$ cat config.mk
export PLATFORM = sky130hd
export DESIGN_NAME = dma_route_matrix
export DESIGN_NICKNAME = d
export VERILOG_FILES = /design/src/rtl/dma_rt_pkg.sv /design/src/rtl/dma_cfg_regs.sv /design/src/rtl/dma_req_mux.sv /design/src/rtl/dma_ack_mux.sv /design/src/rtl/dma_route_matrix.sv
export SDC_FILE = /design/constraint.sdc
export NUM_CORES = 2
export LEC_CHECK = 0
export BUFFER_PORTS_ARGS = -buffer_cell sky130_fd_sc_hd__buf_2
export CAP_MARGIN = 0
export CELL_PAD_IN_SITES_DETAIL_PLACEMENT = 1
export CELL_PAD_IN_SITES_GLOBAL_PLACEMENT = 1
export CORE_ASPECT_RATIO = 1.4
export CORE_UTILIZATION = 33
export CTS_CLUSTER_DIAMETER = 200
export DETAILED_ROUTE_END_ITERATION = 12
export HOLD_SLACK_MARGIN = 0.03
export PLACE_DENSITY_LB_ADDON = 0.1
export SYNTH_ARGS = -nofsm -noshare
export SYNTH_HDL_FRONTEND = slang
export SYNTH_SLANG_ARGS = --single-unit
$ cat constraint.sdc
create_clock -name clk -period 6.4 [get_ports clk]
set_input_delay 1.28 -clock clk [delete_from_list [all_inputs] [get_ports clk]]
set_output_delay 1.28 -clock clk [all_outputs]
set_load 0.02 [all_outputs]
$ cat src/rtl/dma_rt_pkg.sv
package dma_rt_pkg;

  localparam int REQ_W = 9;
  localparam int ACK_W = 7;

  // Translation ranges
  localparam int PIN_LO  = 0;
  localparam int PIN_HI  = 4;
  localparam int PIN_ACK = 84;
  localparam int AUD_LO  = 353;  // 0x161
  localparam int AUD_HI  = 408;  // 0x198
  localparam int AUD_ACK = 28;
  localparam int MIX_LO  = 409;  // 0x199
  localparam int MIX_HI  = 436;  // 0x1B4
  localparam int MIX_ACK = 0;

  typedef struct packed {
    logic             valid;
    logic [ACK_W-1:0] num;
  } ack_map_t;

  function automatic ack_map_t map_req_to_ack(input logic [REQ_W-1:0] r);
    ack_map_t m;
    int       v;
    v = int'(r);
    m = '0;
    if (v >= PIN_LO && v <= PIN_HI) begin
      m.valid = 1'b1;
      m.num   = ACK_W'(v - PIN_LO + PIN_ACK);
    end else if (v >= AUD_LO && v <= AUD_HI) begin
      m.valid = 1'b1;
      m.num   = ACK_W'(v - AUD_LO + AUD_ACK);
    end else if (v >= MIX_LO && v <= MIX_HI) begin
      m.valid = 1'b1;
      m.num   = ACK_W'(v - MIX_LO + MIX_ACK);
    end
    return m;
  endfunction

endpackage

$ cat src/rtl/dma_cfg_regs.sv
module dma_cfg_regs
  import dma_rt_pkg::*;
#(
  parameter int NUM_CH  = 8,
  parameter int NUM_ACK = 89,
  parameter int ADDR_W  = 10,
  parameter int DATA_W  = 16,
  parameter int CHS_W   = 4
) (
  input  logic                               clk,
  input  logic                               rst_n,
  input  logic                               we,
  input  logic [ADDR_W-1:0]                  addr,
  input  logic [DATA_W-1:0]                  wdata,
  output logic [DATA_W-1:0]                  rdata,
  output logic [NUM_CH-1:0][REQ_W-1:0]       req_sel,
  output logic [NUM_ACK-1:0][CHS_W-1:0]      ack_sel,
  output logic                               wr_req_hit,
  output logic                               wr_ack_hit,
  output logic                               wr_byreq_try,
  output logic                               wr_byreq_hit
);

  localparam int IDX_W      = ADDR_W - 2;
  localparam int CH_IDX_W   = (NUM_CH  > 1) ? $clog2(NUM_CH)  : 1;
  localparam int ACK_IDX_W  = (NUM_ACK > 1) ? $clog2(NUM_ACK) : 1;
  localparam logic [IDX_W-1:0] CH_LIM  = IDX_W'(NUM_CH);
  localparam logic [IDX_W-1:0] ACK_LIM = IDX_W'(NUM_ACK);

  localparam logic [1:0] RG_REQ   = 2'd0;
  localparam logic [1:0] RG_ACK   = 2'd1;
  localparam logic [1:0] RG_BYREQ = 2'd2;

  logic [1:0]           region;
  logic [IDX_W-1:0]     idx;
  logic                 ch_ok, ack_ok;
  logic [CH_IDX_W-1:0]  ch_i;
  logic [ACK_IDX_W-1:0] ack_i;
  ack_map_t             bmap;
  logic [ACK_IDX_W-1:0] bmap_i;
  logic [CHS_W-1:0]     bchan;

  assign region = addr[ADDR_W-1 -: 2];
  assign idx    = addr[IDX_W-1:0];
  assign ch_ok  = (idx < CH_LIM);
  assign ack_ok = (idx < ACK_LIM);
  assign ch_i   = idx[CH_IDX_W-1:0];
  assign ack_i  = idx[ACK_IDX_W-1:0];

  assign bmap   = map_req_to_ack(wdata[REQ_W-1:0]);
  assign bmap_i = ACK_IDX_W'(bmap.num);
  assign bchan  = wdata[REQ_W +: CHS_W];

  assign wr_req_hit   = we && (region == RG_REQ) && ch_ok;
  assign wr_ack_hit   = we && (region == RG_ACK) && ack_ok;
  assign wr_byreq_try = we && (region == RG_BYREQ) && (idx == '0);
  assign wr_byreq_hit = wr_byreq_try && bmap.valid;

  always_ff @(posedge clk) begin
    if (!rst_n) begin
      req_sel <= '1;
      ack_sel <= '1;
    end else begin
      if (wr_req_hit)   req_sel[ch_i]   <= wdata[REQ_W-1:0];
      if (wr_ack_hit)   ack_sel[ack_i]  <= wdata[CHS_W-1:0];
      if (wr_byreq_hit) ack_sel[bmap_i] <= bchan;
    end
  end

  always_comb begin
    rdata = '0;
    if (region == RG_REQ && ch_ok)
      rdata = DATA_W'(req_sel[ch_i]);
    else if (region == RG_ACK && ack_ok)
      rdata = DATA_W'(ack_sel[ack_i]);
  end

endmodule

$ cat src/rtl/dma_req_mux.sv
module dma_req_mux
  import dma_rt_pkg::*;
#(
  parameter int NUM_CH   = 8,
  parameter int NUM_PREQ = 437
) (
  input  logic [NUM_CH-1:0][REQ_W-1:0] req_sel,
  input  logic [NUM_PREQ-1:0]          periph_req,
  output logic [NUM_CH-1:0]            ch_req
);

  localparam logic [REQ_W-1:0] PREQ_LIM = REQ_W'(NUM_PREQ);

  for (genvar k = 0; k < NUM_CH; k++) begin : g_ch
    assign ch_req[k] = (req_sel[k] < PREQ_LIM) ? periph_req[req_sel[k]] : 1'b0;
  end

endmodule

$ cat src/rtl/dma_ack_mux.sv
module dma_ack_mux #(
  parameter int NUM_CH  = 8,
  parameter int NUM_ACK = 89,
  parameter int CHS_W   = 4
) (
  input  logic [NUM_ACK-1:0][CHS_W-1:0] ack_sel,
  input  logic [NUM_CH-1:0]             ch_ack,
  output logic [NUM_ACK-1:0]            periph_ack
);

  localparam int CH_IDX_W = (NUM_CH > 1) ? $clog2(NUM_CH) : 1;
  localparam logic [CHS_W-1:0] CH_LIM = CHS_W'(NUM_CH);

  for (genvar a = 0; a < NUM_ACK; a++) begin : g_ack
    logic [CH_IDX_W-1:0] src;
    assign src           = ack_sel[a][CH_IDX_W-1:0];
    assign periph_ack[a] = (ack_sel[a] < CH_LIM) ? ch_ack[src] : 1'b0;
  end

endmodule

$ cat src/rtl/dma_route_matrix.sv
module dma_route_matrix
  import dma_rt_pkg::*;
#(
  parameter int NUM_CH   = 8,
  parameter int NUM_PREQ = 437,
  parameter int NUM_ACK  = 89,
  parameter int ADDR_W   = 10,
  parameter int DATA_W   = 16
) (
  input  logic                clk,
  input  logic                rst_n,
  input  logic                cfg_we,
  input  logic [ADDR_W-1:0]   cfg_addr,
  input  logic [DATA_W-1:0]   cfg_wdata,
  output logic [DATA_W-1:0]   cfg_rdata,
  input  logic [REQ_W-1:0]    lk_req_no,
  output logic                lk_valid,
  output logic [ACK_W-1:0]    lk_ack_no,
  input  logic [NUM_PREQ-1:0] periph_req,
  output logic [NUM_CH-1:0]   ch_req,
  input  logic [NUM_CH-1:0]   ch_ack,
  output logic [NUM_ACK-1:0]  periph_ack
);

  localparam int CHS_W = $clog2(NUM_CH + 1);

  logic [NUM_CH-1:0][REQ_W-1:0]  req_sel;
  logic [NUM_ACK-1:0][CHS_W-1:0] ack_sel;
  logic wr_req_hit, wr_ack_hit, wr_byreq_try, wr_byreq_hit;
  ack_map_t lk_map;

  assign lk_map    = map_req_to_ack(lk_req_no);
  assign lk_valid  = lk_map.valid;
  assign lk_ack_no = lk_map.num;

  dma_cfg_regs #(
    .NUM_CH(NUM_CH), .NUM_ACK(NUM_ACK), .ADDR_W(ADDR_W),
    .DATA_W(DATA_W), .CHS_W(CHS_W)
  ) u_regs (
    .clk(clk), .rst_n(rst_n), .we(cfg_we), .addr(cfg_addr),
    .wdata(cfg_wdata), .rdata(cfg_rdata),
    .req_sel(req_sel), .ack_sel(ack_sel),
    .wr_req_hit(wr_req_hit), .wr_ack_hit(wr_ack_hit),
    .wr_byreq_try(wr_byreq_try), .wr_byreq_hit(wr_byreq_hit)
  );

  dma_req_mux #(.NUM_CH(NUM_CH), .NUM_PREQ(NUM_PREQ)) u_req (
    .req_sel(req_sel), .periph_req(periph_req), .ch_req(ch_req)
  );

  dma_ack_mux #(.NUM_CH(NUM_CH), .NUM_ACK(NUM_ACK), .CHS_W(CHS_W)) u_ack (
    .ack_sel(ack_sel), .ch_ack(ch_ack), .periph_ack(periph_ack)
  );

endmodule

After elaboration in Yosys (flattened, before gate mapping)
Index checks and enable logic that the tools add are counted.

operators by class
  add/sub/neg operators = 8
  multipliers = 0
  div/mod/pow operators = 0
  magnitude comparators = 212
  equal/unequal tests = 2
  shift operators = 0
  mux-type cells = 315
  bitwise operators = 0
  reduce and logical (&&, ||, !) cells = 18

operators by type and width
  cell                   count
  $mux W356              3
  $bwmux W356            2
  $lt A3 B4 Y1 const B   90
  $lt A4 B4 Y1 const B   89
  $bmux W1 S3            89
  $mux W1                194
  $lt A9 B10 Y1 const B  8
  $bmux W1 S9            8
  $bwmux W72             1
  $lt A9 B9 Y1 const B   8
  $demux W4 S7           2
  $mux W8                6
  $ge A9 B9 Y1 const B   4
  $le A9 B9 Y1 const B   4
  $bmux W4 S7            1
  $bmux W9 S3            1
  $demux W9 S3           1
  $le A9 B3 Y1 const B   2
  $mux W9                2
  $logic_and A1 B1 Y1    16
  $lt A7 B8 Y1 const B   2
  $mux W16               1
  $mux W4                4
  $add A7 B6 Y7 const B  2
  11 further kinds       15

storage, ports and cells
  bits in registers = 428
  latch bits = 0
  memory bits (writable) = 0
  bits in read-only memories = 0
  input bits = 483
  word-level logic and storage cells = 652
  memories kept = 0

Depth between registers and ports, before layout
  depth after elaboration = 11
  mapped depth = 15

Hierarchy
From an unflattened synthesis, not the netlist that was laid out.

second synthesis, totals
  cell total of the unflattened synthesis = 5899
  area total of the unflattened synthesis = 60968.5 µm²

modules (own cells, without submodules)
  module            instances  cells each  area an instance (µm²)  sequential area each (µm²)
  dma_req_mux       1          2270        29391.9                 0.0
  dma_cfg_regs      1          2759        24314.6                 8568.2
  dma_ack_mux       1          788         6683.9                  0.0
  dma_route_matrix  1          82          578.1                   0.0

Worst setup path before layout
Ideal clock, no wire load.

  path kind = input to output
  start point = in cfg_addr[2]
  end point = out cfg_rdata[4]
  arrival = 3.511 ns
  required time = 5.120 ns
  path slack = 1.609 ns
  stages on the path = 9
  path buffers = 5
  path through = buf_2 -> buf_2 -> buf_2 -> inv_1 -> nand2_1 -> clkbuf_1 -> clkbuf_1 -> o221ai_1 -> nor4_1

on the way
  cells in the longest elaborated chain, start to end = 3
  elaborated cells on any way between the ends = 5
  classes of those cells = order compare: 1; mux: 3; reduce/logical: 1

RTL lines
  what                                                   line                                    text
  from (decl)                                            dma_route_matrix.sv:13                  input logic [ADDR_W-1:0] cfg_addr,
  $lt A8 B4 Y1 / $bmux W9 S3 (equally long branches)     dma_cfg_regs.sv:45, dma_cfg_regs.sv:73
  $logic_and A1 B1 Y1 / $mux W9 (equally long branches)  dma_cfg_regs.sv:72, dma_cfg_regs.sv:73
  $mux W16 *                                             dma_cfg_regs.sv:72                      if (region == RG_REQ && ch_ok)
  to (decl)                                              dma_route_matrix.sv:15                  output logic [DATA_W-1:0] cfg_rdata,

Every way passes the cells marked *; elsewhere a longest branch is shown, timed or not. The select of a mux whose other input is x is not followed.

Worst setup path in the final report
  start point = reg u_regs.req_sel[37] in the netlist's numbering
  end point = out ch_req[4]

on the way
  cells in the longest elaborated chain, start to end = 3
  elaborated cells on any way between the ends = 4
  classes of those cells = order compare: 1; mux: 3

RTL lines
  what                               line                    text
  from (decl)                        dma_cfg_regs.sv:16      output logic [NUM_CH-1:0][REQ_W-1:0] req_sel,
  from (signal, indexed assignment)  dma_cfg_regs.sv:64      if (wr_req_hit) req_sel[ch_i] <= wdata[REQ_W-1:0];
  $bmux W1 S9                        dma_req_mux.sv:15       assign ch_req[k] = (req_sel[k] < PREQ_LIM) ? periph_req[req_sel[k]] : 1'b0;
  $mux W1 (implied by the code)      dma_req_mux.sv:15
  $mux W1 *                          dma_req_mux.sv:15
  to (decl)                          dma_route_matrix.sv:20  output logic [NUM_CH-1:0] ch_req,

Marked as above.

==> impl_metrics.ini <==
[route]
wl_per_cell_um = 46.3
wl_mm = 377
vias_per_cell = 7.50
drc_errors = 0
first_pass_iters = 6
ant_nets = 0
drt_first_iter_violations = 7250
num_vias = 60900

[floorplan]
die_w_um = 359
core_area_mm2 = 0.177
die_h_um = 502
placementRows = 183
initial_core_util_pct = 33.2
io_pins = 604
die_area_mm2 = 0.180

[critical_path]
worst_setup_path_end_kind = output port
critPathRequiredTime_ns = 5.12
cp-start-kind = flip-flop
cp.arrival_ns = 5.12
crit_type = reg -> out
worstPathMaxFanout = 43

[grt]
antenna_found_initial = 61
track_usage_pct = 40.9
grt_pass1_vias = 60300
grt_overflow = 0
grt_max_degree = 186
grt_first_pass_wirelength_mm = 516

[placement]
gp_congestion = 1.07
dp_hpwl_mm = 267
place_area_mm2 = 0.0650
port_buffers = 593

[yosys]
synthCells = 5438
ys_warn_count = 0
ys.flop_type = dfxtp_1
ys_ff_latch = 428
async_reset_ff_share_pct = 0
synthesis.area_mm2 = 0.0588
synth_area_per_cell_um2 = 10.8
ys_types = 99
synth-seq-area-share_pct = 14.6
synth_edf_count = 0

[cells_and_area]
postLayoutCellArea_mm2 = 0.0667
area_growth_pct = 13.4
final_common_cell = mux4_2
final_cell_mix = mux4_2 (1064), buf_2 (581), nand2_1 (552)
layout.nets = 6244
drive_gt1_share_pct = 41.2

[power_and_ir_drop]
intPower_mw = 5.21
swShare_pct = 34.6
power_switching_mw = 2.75
power_frac_seq_pct = 33.4
powerDensity_mw_per_mm2 = 119
clock_power_share_pct = 38.0
leakagePower_nw = 26.3
combPwrFrac_pct = 28.6
ir_drop_mv = 0.186

[clock_tree]
clkSinkCount = 428
clk_pin_slew_ns = 0.07
ctsHoldBuffers = 0
insertion_delay_ns = 0.63
cts_tree = built
clock_path_buffers = 3
cts-root-buf = clkbuf_16
cts-buffers-inserted = 48
htreeDepth = 2
post_cts_buffers = 0
post_cts_resized = 0

[sta]
slew_headroom_pct = 3.61
tns_ns = 0
min_period_ns = 6.40
fin_crit_sh_pct = 99.9
worst_pin_slew_ns = 1.43
hold_viol_final = 0
clock.fmax_mhz = 156
rsz0062_at_grt = false
final-max-slew-violation-count = 0
setup_violations = 0
finalClockSkew_ns = 0

[flow_run]
maxCapViolations = 0

[run_status]
status = complete, no violations

[min_path]
hold_path_class = reg -> reg
==> worst paths after layout <==
path	start	endpoint	slack [ns]	depth (start not counted)
setup reg to reg	u_regs.req_sel[37]	u_regs.req_sel[37]	4.46	3
setup / recovery	u_regs.req_sel[37]	ch_req[4]	0.004	8
hold / removal	u_regs.req_sel[58]	u_regs.req_sel[58]	0.57	2
hold reg to reg	u_regs.req_sel[58]	u_regs.req_sel[58]	0.57	2
==> cell usage after synthesis (all sizes together) (21+ instances only) <==
master     n  area, µm²
a21oi     93        473
mux4    1064      24000
clkbuf   415       1560
o22ai     69        432
nor4      21        138
nor3      85        440
nor2     226        851
buf      260       1330
a22oi     95        713
o221ai    87        792
nand3    119        666
inv       46        173
a31oi     26        169
o211ai   280       2100
nand4     42        294
nand2b    23        144
mux2i    451       4510
nor2b     35        219
dfxtp    428       8570
mux2     397       4470
a221oi    52        462
o311ai    72        638
a211oi    24        190
o21ai    183        916
nand2    552       2070
==> worst max-delay path, cell delays in order, from the launching register on <==
cell	delay, ns
dfxtp_4	0.98
mux4_2	0.38
mux2i_1	0.12
o21ai_0	1.14
a21oi_1	0.70
o22ai_1	0.35
nand2b_1	0.08
o22ai_1	0.34
buf_2	0.26
==> power by group through the flow <==
| stage | registers [mW] | logic (mW) | clock network, mW |
|---|---|---|---|
| 5_1_grt | 2.66 | 2.31 | 3.14 |
| 3_3_place_gp | 2.72 | 2.17 | 0 |
| 2_1_floorplan | 2.73 | 1.12 | 0 |
| 4_1_cts | 2.66 | 2.20 | 3.07 |
| 3_5_place_dp | 2.72 | 2.20 | 0 |
| 6_report | 2.66 | 2.28 | 3.03 |
==> layer usage <==
| layer | up-vias | share of wire [%] | GRT usage, % | wire, µm |
|---|---|---|---|---|
| li1 | 23300 | - | - | - |
| met3 | 1282 | 9.7 | 9.83 | 36400 |
| met5 | - | 0.078 | 0 | 295 |
| met2 | 4409 | 46 | 65.1 | 172000 |
| met4 | 48 | 10 | 33.3 | 37900 |
| met1 | 31900 | 34 | 47.0 | 130000 |
==> cell families after synthesis <==
logic type,Yosys count,share of synthesized area [%]
multiplexers,1912,56.0
AND/OR/NAND/NOR,1184,9.22
AO/OA/AOI/OAI,1167,14.6
buffers and inverters,727,5.23
flip-flops,428,14.6
adder cells (fa/ha/maj),13,0.276
XOR/XNOR,6,0.0893
other,1,0.00637
==> final cells by class <==
class	instances	area [µm²]
clock buffer	64	1290
multi-input combinational	4289	47400
sequential	428	8650
antenna	29	72.6
clock inverter	21	274
tap	2312	2890
timing repair buffer	929	5960
inverter	52	199
fill	19500	111000
==> sequential cells by signal (all words and copies together) (netlist names) <==
signal,count
u_regs.req_sel,72
u_regs.ack_sel,356
==> stage by stage <==
step	hold slack, ns	worst slack [ns]	power [mW]	util (%)	std cells
2_1_floorplan	0.488	1.61	3.85	-	5444
3_3_place_gp	0.528	0.585	4.89	36.7	8006
3_5_place_dp	0.542	0.630	4.91	36.7	8006
4_1_cts	0.568	0.540	7.92	37.5	8091
5_1_grt	0.613	0.0849	8.11	37.6	8100
6_report	0.568	0.00388	7.96	37.6	8124
No activity file was read; power rests on OpenSTA's default activity.
